**src/rtl/fmv_pkg.sv**
```systemverilog
`timescale 1ns/1ps
package fmv_pkg;
  typedef enum logic [2:0] {
    OP_NONE  = 3'd0,
    OP_MOVE  = 3'd1,
    OP_LOAD  = 3'd2,
    OP_STORE = 3'd3,
    OP_NEG   = 3'd4,
    OP_BANK  = 3'd5
  } op_e;

  typedef enum logic [1:0] {
    EXC_NONE = 2'd0,
    EXC_ILL  = 2'd1,
    EXC_FPU  = 2'd2,
    EXC_SLOT = 2'd3
  } exc_e;

  typedef enum logic [2:0] {
    AM_NONE = 3'd0,
    AM_IND  = 3'd1,
    AM_POST = 3'd2,
    AM_PRE  = 3'd3,
    AM_IDX  = 3'd4
  } am_e;
endpackage

```
**src/rtl/fmv_match.sv**
```systemverilog
`timescale 1ns/1ps
module fmv_match
  import fmv_pkg::*;
(
  input  logic [15:0] instr_i,
  output logic        hit_o,
  output logic        mv_o,
  output op_e         op_o,
  output am_e         am_o,
  output logic [3:0]  n_o,
  output logic [3:0]  m_o
);
  assign n_o = instr_i[11:8];
  assign m_o = instr_i[7:4];

  always_comb begin
    hit_o = 1'b0;
    mv_o  = 1'b0;
    op_o  = OP_NONE;
    am_o  = AM_NONE;
    if (instr_i[15:12] == 4'hF) begin
      unique case (instr_i[3:0])
        4'hC: begin hit_o = 1'b1; mv_o = 1'b1; op_o = OP_MOVE; end
        4'h8: begin hit_o = 1'b1; mv_o = 1'b1; op_o = OP_LOAD;  am_o = AM_IND;  end
        4'h9: begin hit_o = 1'b1; mv_o = 1'b1; op_o = OP_LOAD;  am_o = AM_POST; end
        4'h6: begin hit_o = 1'b1; mv_o = 1'b1; op_o = OP_LOAD;  am_o = AM_IDX;  end
        4'hA: begin hit_o = 1'b1; mv_o = 1'b1; op_o = OP_STORE; am_o = AM_IND;  end
        4'hB: begin hit_o = 1'b1; mv_o = 1'b1; op_o = OP_STORE; am_o = AM_PRE;  end
        4'h7: begin hit_o = 1'b1; mv_o = 1'b1; op_o = OP_STORE; am_o = AM_IDX;  end
        4'hD: begin
          if (instr_i[7:4] == 4'h4) begin
            hit_o = 1'b1; op_o = OP_NEG;
          end else if (instr_i[11:4] == 8'hBF) begin
            hit_o = 1'b1; op_o = OP_BANK;
          end
        end
        default: ;
      endcase
    end
  end
endmodule

```
**src/rtl/fmv_agen.sv**
```systemverilog
`timescale 1ns/1ps
module fmv_agen
  import fmv_pkg::*;
#(
  parameter int XLEN      = 32,
  parameter int SGL_BYTES = 4
) (
  input  am_e             am_i,
  input  logic            pair_i,
  input  logic [XLEN-1:0] base_i,
  input  logic [XLEN-1:0] r0_i,
  output logic [XLEN-1:0] addr_o,
  output logic            wb_o,
  output logic [XLEN-1:0] wb_val_o
);
  localparam int PAIR_BYTES = 2 * SGL_BYTES;
  localparam logic [XLEN-1:0] STEP_S = XLEN'(SGL_BYTES);
  localparam logic [XLEN-1:0] STEP_P = XLEN'(PAIR_BYTES);

  logic [XLEN-1:0] step;
  assign step = pair_i ? STEP_P : STEP_S;

  always_comb begin
    addr_o   = '0;
    wb_o     = 1'b0;
    wb_val_o = '0;
    unique case (am_i)
      AM_IND:  addr_o = base_i;
      AM_POST: begin addr_o = base_i; wb_o = 1'b1; wb_val_o = base_i + step; end
      AM_PRE:  begin addr_o = base_i - step; wb_o = 1'b1; wb_val_o = base_i - step; end
      AM_IDX:  addr_o = base_i + r0_i;
      default: ;
    endcase
  end
endmodule

```
**src/rtl/fmv_exc.sv**
```systemverilog
`timescale 1ns/1ps
module fmv_exc
  import fmv_pkg::*;
(
  input  logic hit_i,
  input  logic legal_i,
  input  logic dis_i,
  input  logic slot_i,
  output exc_e exc_o
);
  // disable checks outrank mode legality for matched words
  always_comb begin
    if (!hit_i)                exc_o = EXC_ILL;
    else if (dis_i && slot_i)  exc_o = EXC_SLOT;
    else if (dis_i)            exc_o = EXC_FPU;
    else if (!legal_i)         exc_o = EXC_ILL;
    else                       exc_o = EXC_NONE;
  end
endmodule

```
**src/rtl/fmv_regsel.sv**
```systemverilog
`timescale 1ns/1ps
module fmv_regsel #(
  parameter int IDXW = 4
) (
  input  logic [IDXW-1:0] field_i,
  input  logic            pair_i,
  input  logic            used_i,
  output logic            bank_o,
  output logic [IDXW-1:0] idx_o
);
  always_comb begin
    bank_o = 1'b0;
    idx_o  = '0;
    if (used_i) begin
      if (pair_i) begin
        bank_o = field_i[0];
        idx_o  = {field_i[IDXW-1:1], 1'b0};
      end else begin
        idx_o  = field_i;
      end
    end
  end
endmodule

```
**src/rtl/fmv_dec.sv**
```systemverilog
`timescale 1ns/1ps
module fmv_dec
  import fmv_pkg::*;
#(
  parameter int XLEN      = 32,
  parameter int SGL_BYTES = 4,
  parameter int IDXW      = 4
) (
  input  logic            clk_i,
  input  logic            rst_ni,
  input  logic            valid_i,
  input  logic [15:0]     instr_i,
  input  logic            fpu_dis_i,
  input  logic            slot_i,
  input  logic            size_mode_i,
  input  logic            prec_mode_i,
  input  logic            bank_sel_i,
  input  logic [XLEN-1:0] base_i,
  input  logic [XLEN-1:0] r0_i,
  output logic            valid_o,
  output logic [2:0]      op_o,
  output logic [1:0]      exc_o,
  output logic            pair_o,
  output logic            src_bank_o,
  output logic [IDXW-1:0] src_idx_o,
  output logic            dst_bank_o,
  output logic [IDXW-1:0] dst_idx_o,
  output logic            freg_we_o,
  output logic            mem_rd_o,
  output logic            mem_wr_o,
  output logic [XLEN-1:0] addr_o,
  output logic [IDXW-1:0] base_idx_o,
  output logic            base_we_o,
  output logic [XLEN-1:0] base_val_o,
  output logic            bank_we_o,
  output logic            bank_val_o
);
  localparam int NSEL = 2;  // 0: source, 1: destination

  typedef struct packed {
    logic            valid;
    logic [2:0]      op;
    logic [1:0]      exc;
    logic            pair;
    logic            src_bank;
    logic [IDXW-1:0] src_idx;
    logic            dst_bank;
    logic [IDXW-1:0] dst_idx;
    logic            freg_we;
    logic            mem_rd;
    logic            mem_wr;
    logic [XLEN-1:0] addr;
    logic [IDXW-1:0] base_idx;
    logic            base_we;
    logic [XLEN-1:0] base_val;
    logic            bank_we;
    logic            bank_val;
  } res_t;

  logic            hit, mv, legal, go, pair, is_mem;
  op_e             op;
  am_e             am;
  exc_e            exc;
  logic [3:0]      fn, fm;
  logic [XLEN-1:0] ag_addr, ag_wb_val;
  logic            ag_wb;

  logic [NSEL-1:0][IDXW-1:0] sel_field;
  logic [NSEL-1:0][IDXW-1:0] sel_idx;
  logic [NSEL-1:0]           sel_used;
  logic [NSEL-1:0]           sel_bank;

  res_t res_d, res_q;

  fmv_match u_match (
    .instr_i (instr_i),
    .hit_o   (hit),
    .mv_o    (mv),
    .op_o    (op),
    .am_o    (am),
    .n_o     (fn),
    .m_o     (fm)
  );

  // data moves need narrow size or narrow precision; others need narrow precision
  assign legal = mv ? (!size_mode_i || !prec_mode_i) : !prec_mode_i;

  fmv_exc u_exc (
    .hit_i   (hit),
    .legal_i (legal),
    .dis_i   (fpu_dis_i),
    .slot_i  (slot_i),
    .exc_o   (exc)
  );

  assign go     = valid_i && (exc == EXC_NONE);
  assign pair   = go && mv && size_mode_i;
  assign is_mem = go && (op == OP_LOAD || op == OP_STORE);

  fmv_agen #(
    .XLEN      (XLEN),
    .SGL_BYTES (SGL_BYTES)
  ) u_agen (
    .am_i     (am),
    .pair_i   (pair),
    .base_i   (base_i),
    .r0_i     (r0_i),
    .addr_o   (ag_addr),
    .wb_o     (ag_wb),
    .wb_val_o (ag_wb_val)
  );

  assign sel_field[0] = (op == OP_NEG) ? IDXW'(fn) : IDXW'(fm);
  assign sel_field[1] = IDXW'(fn);
  assign sel_used[0]  = go && (op == OP_MOVE || op == OP_STORE || op == OP_NEG);
  assign sel_used[1]  = go && (op == OP_MOVE || op == OP_LOAD  || op == OP_NEG);

  for (genvar g = 0; g < NSEL; g++) begin : g_sel
    fmv_regsel #(.IDXW(IDXW)) u_sel (
      .field_i (sel_field[g]),
      .pair_i  (pair),
      .used_i  (sel_used[g]),
      .bank_o  (sel_bank[g]),
      .idx_o   (sel_idx[g])
    );
  end

  always_comb begin
    res_d          = '0;
    res_d.valid    = valid_i;
    res_d.exc      = valid_i ? exc : EXC_NONE;
    res_d.op       = go ? op : OP_NONE;
    res_d.pair     = pair;
    res_d.src_bank = sel_bank[0];
    res_d.src_idx  = sel_idx[0];
    res_d.dst_bank = sel_bank[1];
    res_d.dst_idx  = sel_idx[1];
    res_d.freg_we  = sel_used[1];
    res_d.mem_rd   = go && (op == OP_LOAD);
    res_d.mem_wr   = go && (op == OP_STORE);
    if (is_mem) begin
      res_d.addr     = ag_addr;
      res_d.base_idx = (op == OP_LOAD) ? IDXW'(fm) : IDXW'(fn);
      res_d.base_we  = ag_wb;
      res_d.base_val = ag_wb ? ag_wb_val : '0;
    end
    res_d.bank_we  = go && (op == OP_BANK);
    res_d.bank_val = go && (op == OP_BANK) && !bank_sel_i;
  end

  always_ff @(posedge clk_i or negedge rst_ni) begin
    if (!rst_ni) res_q <= '0;
    else         res_q <= res_d;
  end

  assign valid_o    = res_q.valid;
  assign op_o       = res_q.op;
  assign exc_o      = res_q.exc;
  assign pair_o     = res_q.pair;
  assign src_bank_o = res_q.src_bank;
  assign src_idx_o  = res_q.src_idx;
  assign dst_bank_o = res_q.dst_bank;
  assign dst_idx_o  = res_q.dst_idx;
  assign freg_we_o  = res_q.freg_we;
  assign mem_rd_o   = res_q.mem_rd;
  assign mem_wr_o   = res_q.mem_wr;
  assign addr_o     = res_q.addr;
  assign base_idx_o = res_q.base_idx;
  assign base_we_o  = res_q.base_we;
  assign base_val_o = res_q.base_val;
  assign bank_we_o  = res_q.bank_we;
  assign bank_val_o = res_q.bank_val;
endmodule

```
**config.mk**
```make
export PLATFORM = sky130hd
export DESIGN_NAME = fmv_dec
export DESIGN_NICKNAME = d
export VERILOG_FILES = /design/src/rtl/fmv_pkg.sv /design/src/rtl/fmv_match.sv /design/src/rtl/fmv_agen.sv /design/src/rtl/fmv_exc.sv /design/src/rtl/fmv_regsel.sv /design/src/rtl/fmv_dec.sv
export SDC_FILE = /design/constraint.sdc
export NUM_CORES = 1
export LEC_CHECK = 0
export CORE_MARGIN = 3
export CORE_UTILIZATION = 30
export DETAILED_ROUTE_END_ITERATION = 7
export DONT_BUFFER_PORTS = 1
export GPL_ROUTABILITY_DRIVEN = 0
export SLEW_MARGIN = 20
export SYNTH_ARGS = -nofsm -noshare
export SYNTH_HDL_FRONTEND = slang
export SYNTH_SLANG_ARGS = --single-unit
```
**constraint.sdc**
```tcl
create_clock -name clk_i -period 0.8 [get_ports clk_i]
set_input_delay 0.16 -clock clk_i [delete_from_list [all_inputs] [get_ports clk_i]]
set_output_delay 0.16 -clock clk_i [all_outputs]
set_load 0.01 [all_outputs]
```
==> results.json, run 1 <==
{
  "path_cells": "and3b_2, a21oi_4, o31ai_4, nand4_1, buf_6, buf_4, buf_6, ha_4, nor2b_4, or3_4, nor3_4, buf_4, nand4b_1, xnor2_1, nand2_1, o31ai_1",
  "cp_max_fo": 6,
  "synth_area_sq_um": 6630,
  "violations": "negative hold slack, negative setup slack",
  "max-vdd-ir-drop_uv": 951,
  "dp_hpwl_um": 19000,
  "setup_violations": 181,
  "cp-start-kind": "input port",
  "grt_pass1_wl_um": 40000,
  "critical_path.n_buffers_inverters": 4,
  "min_period_ns": 2.78,
  "die_w_um": 155,
  "final_max_slew_viol_count": 0,
  "slowest_delay_ns": 0.43,
  "synthTopCellsByCount": "nor2_1, dfrtp_1, nand2_1",
  "arrival_ns": 3.02,
  "die_h_um": 155,
  "fin_hold_ws_ns": -0.499,
  "clk_pin_slew_ns": 0.08,
  "rows": 53,
  "finalCritPeriodShare": 3.47,
  "ys_async_sr_fraction": 1.00,
  "cts_tree": "yes",
  "antenna_found_initial": 0,
  "crit_required_ns": 1.05,
  "syn_nets": 924,
  "cap_violations": 0,
  "io_buffers": 0,
  "yosysWarnings": 0,
  "yosysSeqAreaShare": 0.343,
  "synth.largest_area_cell": "dfrtp_1",
  "detail-route-antenna-nets": 0,
  "synth_most_common_cell": "nor2_1",
  "avgRoutedWirePerCell_um": 20.2,
  "total_power_uw": 11800,
  "grt_pass1_vias": 7150,
  "leakagePower_uw": 0.00453,
  "drt_pass1_iterations": 7,
  "ys_top_cells_by_area": "dfrtp_1, ha_1, nor2_1",
  "core_sq_um": 21400,
  "worst_path_max_delay_cell": "or3_4",
  "htreeDepth": 3,
  "numCtsBuffers": 9,
  "viasPerCell": 5.40,
  "start_util": 0.311,
  "first_iter_violations": 420,
  "worst_hold_path_type": "input port to asynchronous set/reset pin",
  "synth_edf_count": 0,
  "cp-end-kind": "flip-flop",
  "wl_um": 26500,
  "ios": 179,
  "layout-drive-gt1-share": 0.402,
  "area_growth_pct": 57.6,
  "grt_max_degree": 92,
  "status": "complete, but fails checks",
  "power_density_nw_per_um2": 1130,
  "root_buffer": "clkbuf_16",
  "track_usage": 0.211,
  "clock_path_buffers": 2,
  "tightest_slew_ns": 0.651,
  "critPathTopFamily": "simple AND/OR/NAND/NOR gates",
  "finalWorstSetupSlack_ns": -1.98,
  "vias": 7101,
  "ys.flop_type": "dfrtp_1",
  "relSlewSlack": 0.562,
  "diodes": 0,
  "timing.fmax_mhz": 360,
  "synth_top_area_share": 0.343,
  "hold_violations": 93,
  "drc": 0,
  "ys_ff_latch": 91,
  "nFillCells": 1935,
  "syn_inst": 797,
  "post-place-ws_ns": -2.38,
  "critPathKind": "input port to flip-flop",
  "rsz0062_at_grt": "yes",
  "nets": 1162,
  "syn_area_per_cell_sq_um": 8.32,
  "cts_sinks": 91,
  "grt_overflow_total": 0,
  "ys_types": 66,
  "die_area_sq_um": 23900
}
where the power goes:
| part | leakage, uW | switching (uW) | internal, uW |
|---|---|---|---|
| combinational | 0.00314 | 1500 | 1630 |
| sequential | 0.00125 | 7.54 | 4610 |
| clock | 0.000137 | 1950 | 2140 |
cells in the final DEF (no fill, tap or decap), types with 10 or more instances in the layout:
| cell type | Yosys | routed |
|---|---|---|
| a21oi_1 | 53 | 47 |
| a22oi_1 | 14 | 10 |
| and3_1 | 19 | 18 |
| buf_4 | 1 | 186 |
| buf_6 | 2 | 39 |
| dfrtp_1 | 91 | 83 |
| dlygate4sd3_1 | 0 | 37 |
| ha_1 | 36 | 31 |
| inv_1 | 16 | 12 |
| nand2_1 | 83 | 67 |
| nand3_1 | 26 | 22 |
| nand4_1 | 13 | 13 |
| nor2_1 | 94 | 66 |
| nor2_2 | 0 | 10 |
| nor2_4 | 0 | 18 |
| nor3_1 | 30 | 18 |
| o21ai_0 | 41 | 25 |
| o22ai_1 | 24 | 18 |
| xnor2_1 | 37 | 29 |
| xor2_1 | 36 | 34 |
repair_timing:
| action | in CTS | in global routing |
|---|---|---|
| setup endpoints to repair | 181 | 181 |
| pin swaps | 81 | 72 |
| setup buffers | 22 | 17 |
| gates resized for setup | 156 | 107 |
| endpoints found under the hold margin | 134 | 93 |
| cloned | 1 | 0 |
| hold buffers | 36 | 1 |
routing by layer:
layer	up-vias	global-route usage	share of wire
li1	3353	-	-
met3	27	0.0599	0.075
met1	3471	0.271	0.42
met2	250	0.355	0.49
met4	0	0.0463	0.014
met5	-	0	0
stage by stage:
stage / cell area, sq um / TNS, ns / util / cells
global placement: 8430 / -142.86 / 0.395 / 1231
floorplan: 6770 / -135.79 / - / 797
detailed placement: 8430 / -144.19 / 0.395 / 1231
global route: 10400 / -130.57 / 0.489 / 1315
CTS: 9890 / -108.81 / 0.463 / 1305
finish: 10400 / -121.40 / 0.489 / 1315
cell type report:
class,instances,area [sq um],share of cell area
Clock buffer,10,229,0.0219
Clock inverter,6,48.8,0.00467
Inverter,16,62.6,0.00599
Multi-Input combinational cell,647,5120,0.490
Sequential cell,91,2290,0.219
Tap cell,275,344,0.0329
Timing Repair Buffer,270,2360,0.226
flip-flops by register name, summed over array words and instances (netlist names):
signal,cells
exc_o,2
mem_rd_o,1
pair_o,1
bank_we_o,1
base_we_o,1
mem_wr_o,1
src_bank_o,1
dst_idx_o,4
base_val_o,32
bank_val_o,1
src_idx_o,4
base_idx_o,4
dst_bank_o,1
valid_o,1
addr_o,32
freg_we_o,1
op_o,3
worst max-delay path by stage:
stage	slack, ns	startpoint	depth (start not counted)	to
finish	-1.98	instr_i[3]	16	addr_o[27]$_DFF_PN0_
floorplan	-2.43	instr_i[1]	13	addr_o[18]$_DFF_PN0_
global placement	-2.36	instr_i[1]	16	base_val_o[28]$_DFF_PN0_
CTS	-1.83	instr_i[2]	15	base_val_o[18]$_DFF_PN0_
global route	-2.05	instr_i[3]	16	base_val_o[27]$_DFF_PN0_
detailed placement	-2.38	instr_i[1]	16	base_val_o[28]$_DFF_PN0_
cell families (layout without fill, tap and decap cells):
group,after synthesis,after routing,share of synthesized area
AOI/OAI and AO/OA,202,202,0.192
muxes,7,7,0.0106
buffers and inverters,59,302,0.0374
adders and majority gates,39,39,0.0770
and+or+nand+nor,326,326,0.243
xor gates and xnor gates,73,73,0.0964
DFF,91,91,0.343
(Power assumes the default switching activity.)
==> inputs of run 2 (changes only) <==
SKIP_CTS_REPAIR_TIMING = 1   (was unset)
==> run 2 against run 1 <==
Against the previous run:
- the run still ends with negative hold slack, negative setup slack left
- maximum frequency grew 4.8%
- design area shrank 6.9%
- die area is the same
- routed wire length shrank 5.3%
- sequential share of layout area grew 1.6 points
- cell count shrank 1.7%
- core utilization shrank 3.4 points
- combinational power shrank 6%
- non-clock buffer count shrank 23
==> results.json, run 2 (synthesis results as in run 1) <==
{
  "arrival_ns": 2.90,
  "finalCritPeriodShare": 3.31,
  "hold_violations": 93,
  "top_usage_layer": "met2",
  "wl_um": 25100,
  "cap_violations": 0,
  "grt_pass1_vias": 6560,
  "die_area_sq_um": 23900,
  "diodes": 0,
  "cp_max_fo": 6,
  "crit_required_ns": 1.05,
  "grt_use_met2": 0.312,
  "drt_pass1_iterations": 5,
  "cts_tree": "yes",
  "post-place-cells": 1231,
  "most-common-layout-cells": "buf_4, dfrtp_1, nor2_1",
  "violations": "negative hold slack, negative setup slack",
  "numCtsBuffers": 9,
  "avgRoutedWirePerCell_um": 19.4,
  "root_buffer": "clkbuf_16",
  "timing.fmax_mhz": 377,
  "fin_area_sq_um": 9730,
  "post-place-ws_ns": -2.38,
  "layout-drive-gt1-share": 0.346,
  "die_w_um": 155,
  "io_buffers": 0,
  "relSlewSlack": 0.567,
  "track_usage": 0.191,
  "die_h_um": 155,
  "setup_violations": 181,
  "rsz0062_at_grt": "yes",
  "place_area_sq_um": 8430,
  "tightest_slew_ns": 0.644,
  "ios": 179,
  "first_iter_violations": 415,
  "fin_hold_ws_ns": -0.496,
  "nFillCells": 2040,
  "grt_pass1_wl_um": 36400,
  "dp_hpwl_um": 19000,
  "start_util": 0.311,
  "detail-route-antenna-nets": 0,
  "final_max_slew_viol_count": 0,
  "drc": 0,
  "clock_path_buffers": 2,
  "cp-start-kind": "input port",
  "nets": 1139,
  "clk_pin_slew_ns": 0.08,
  "tns_ns": -116.48,
  "grt_max_degree": 92,
  "antenna_found_initial": 0,
  "critPathKind": "input port to flip-flop",
  "leakagePower_uw": 0.00431,
  "fin_cells": 1292,
  "htreeDepth": 3,
  "final_util": 0.456,
  "min_period_ns": 2.65,
  "met1_usage": 0.249,
  "status": "complete, but fails checks",
  "cp-end-kind": "flip-flop",
  "layout_commonest_cell": "buf_4",
  "vias": 6982,
  "cts_sinks": 91,
  "globalRouteMet3Util": 0.0568,
  "grt_overflow_total": 0,
  "max-vdd-ir-drop_uv": 938,
  "worst_hold_path_type": "input port to asynchronous set/reset pin",
  "power_density_nw_per_um2": 1200,
  "rows": 53,
  "core_sq_um": 21400,
  "area_growth_pct": 46.8,
  "finalWorstSetupSlack_ns": -1.85,
  "viasPerCell": 5.40
}
-- run 2: cell types whose count changed in the layout (fill, tap and decap cells not counted), sizes merged --
cell         delta
buf            -17
dlygate4sd3     -5
bufbuf          -1
-- run 2: critical path, cell delays in order --
cell,delay [ns]
and3b_2,0.25
a21oi_4,0.05
o31ai_4,0.19
nand4_1,0.15
buf_6,0.17
buf_4,0.14
ha_4,0.22
nor2b_4,0.13
or3_4,0.41
nor3_4,0.32
buf_6,0.15
nand4b_1,0.15
xnor2_1,0.21
nand2_1,0.09
o31ai_1,0.08
-- run 2: final cells by class --
cell class / count / area, sq um / share of cell area
multi-input combinational: 647 / 4740 / 0.487
sequential: 91 / 2280 / 0.235
inverter: 16 / 60.1 / 0.00617
tap: 275 / 344 / 0.0354
clock buffer: 10 / 229 / 0.0235
timing repair buffer: 247 / 2020 / 0.208
clock inverter: 6 / 48.8 / 0.00501
-- run 2: final timing paths --
check | start | slack (ns) | cells after the start | to
max | instr_i[3] | -1.85 | 15 | addr_o[27]$_DFF_PN0_
min | rst_ni | -0.50 | 0 | base_val_o[5]$_DFF_PN0_
max in group asynchronous | rst_ni | 1.12 | 0 | addr_o[31]$_DFF_PN0_
min in group clk_i | instr_i[6] | -0.02 | 2 | base_idx_o[2]$_DFF_PN0_
-- run 2: stage by stage --
step                total power [uW]  hold WS [ns]
detailed placement              7320        -0.132
finish                         11700        -0.496
global placement                7300        -0.133
global route                   12200        -0.518
floorplan                       6390        -0.136
CTS                            11400        -0.518
-- run 2: metal layers --
metal	part of all wire	vias to the layer above
li1	-	3308
met1	0.43	3394
met2	0.47	251
met3	0.078	29
met4	0.016	0
met5	0	-
-- run 2: where the power goes --
group          total [uW]  switching [uW]  internal, uW
Sequential           4610            7.53          4610
Combinational        2950            1410          1540
Clock                4110            1960          2140
==> inputs of run 3 (changes only) <==
CORE_MARGIN = unset   (was 3)
PLACE_DENSITY_LB_ADDON = 0.08   (was unset)
==> run 3 against run 2 <==
Against the previous run:
- the run still ends with negative hold slack, negative setup slack left
- core utilization about the same
- clock power increased by 15%
- global-route usage increased by 2.9 points
- count of clock-buffer cells in the layout unchanged
- setup slack got worse by 0.074 ns
- largest power group is now clock
==> results.json, run 3 (synthesis results as in run 1) <==
{
  "io_buffers": 0,
  "arrival_ns": 3.00,
  "die_h_um": 151,
  "timing.fmax_mhz": 367,
  "relSlewSlack": 0.576,
  "core_sq_um": 21800,
  "layout-drive-gt1-share": 0.357,
  "layout_commonest_cell": "buf_4",
  "vias": 6950,
  "antenna_found_initial": 0,
  "most-common-layout-cells": "buf_4, dfrtp_1, nor2_1",
  "drt_pass1_iterations": 4,
  "grt_overflow_total": 0,
  "rsz0062_at_grt": "yes",
  "avgRoutedWirePerCell_um": 19.9,
  "ios": 179,
  "tightest_slew_ns": 0.629,
  "cp-end-kind": "flip-flop",
  "power_density_nw_per_um2": 1240,
  "area_growth_pct": 49.5,
  "worst_path_max_delay_cell": "fa_2",
  "finalCritPeriodShare": 3.40,
  "critPathKind": "input port to flip-flop",
  "htreeDepth": 3,
  "total_power_uw": 12300,
  "cts_sinks": 91,
  "slowest_delay_ns": 0.41,
  "drc": 0,
  "violations": "negative hold slack, negative setup slack",
  "multi_input_area_sq_um": 4840,
  "crit_required_ns": 1.08,
  "die_w_um": 151,
  "fin_hold_ws_ns": -0.521,
  "min_period_ns": 2.72,
  "hold_violations": 100,
  "rows": 54,
  "cap_violations": 0,
  "path_cells": "and3b_2, a21oi_4, o31ai_4, nand4_1, buf_4, fa_2, nor4_4, nand4_1, or2_4, or3_4, o22ai_2, nor2_1, a211oi_1",
  "leakagePower_uw": 0.00438,
  "cts_tree": "yes",
  "track_usage": 0.221,
  "worst_path_most_repeated_cell": "nand4_1",
  "final_max_slew_viol_count": 0,
  "status": "complete, but fails checks",
  "die_area_sq_um": 22700,
  "detail-route-antenna-nets": 0,
  "nets": 1140,
  "final-seq-area_sq_um": 2280,
  "numCtsBuffers": 9,
  "grt_pass1_wl_um": 37800,
  "post-place-ws_ns": -2.57,
  "grt_pass1_vias": 6791,
  "cp_max_fo": 6,
  "dp_hpwl_um": 19500,
  "first_iter_violations": 331,
  "finalWorstSetupSlack_ns": -1.92,
  "diodes": 0,
  "wl_um": 25900,
  "clock_path_buffers": 2,
  "grt_max_degree": 92,
  "clk_pin_slew_ns": 0.08,
  "root_buffer": "clkbuf_16",
  "nFillCells": 2114,
  "worst_hold_path_type": "input port to asynchronous set/reset pin",
  "viasPerCell": 5.35,
  "start_util": 0.305,
  "max-vdd-ir-drop_uv": 774,
  "cp-start-kind": "input port",
  "setup_violations": 181
}
[run 3: layout make-up]
class | instances | share of cell area
timing repair buffer | 248 | 0.208
tap | 280 | 0.0353
clock buffer | 10 | 0.0241
inverter | 16 | 0.00631
clock inverter | 6 | 0.00783
multi-input combinational | 647 | 0.489
sequential | 91 | 0.230
[run 3: routing by layer]
layer / up-vias / track usage / routed length (um)
met1: 3387 / 0.288 / 11300
met2: 223 / 0.364 / 12600
met5: - / 0 / 0
met3: 35 / 0.0412 / 1520
met4: 0 / 0.0740 / 540
li1: 3305 / - / -
[run 3: worst paths after layout]
path,startpoint,to,slack (ns),cells past startpoint
setup / recovery,instr_i[3],base_val_o[18]$_DFF_PN0_,-1.92,13
hold / removal,rst_ni,base_val_o[17]$_DFF_PN0_,-0.52,0
max in group asynchronous,rst_ni,addr_o[20]$_DFF_PN0_,1.17,0
min in group clk_i,base_i[18],base_val_o[18]$_DFF_PN0_,-0.12,1
[run 3: power by group]
part / internal, uW / switching [uW]
logic: 1560 / 1450
clock network: 2580 / 2130
registers: 4600 / 7.82
[run 3: critical path: cells and delay by family]
family | cells | cell delay, ns
AOI/OAI and AO/OA | 4 | 0.60
adders and majority gates | 1 | 0.41
buffers and inverters | 1 | 0.25
and+or+nand+nor | 7 | 1.58
[run 3: through the flow]
stage          instances  TNS, ns  instance area, sq um   util
6_report            1298  -121.69                  9910  0.456
5_1_grt             1298  -131.65                  9910  0.456
4_1_cts             1255  -138.13                  8780  0.404
3_5_place_dp        1239  -158.26                  8470  0.389
3_3_place_gp        1239  -151.92                  8470  0.389
2_1_floorplan        797  -135.79                  6770      -
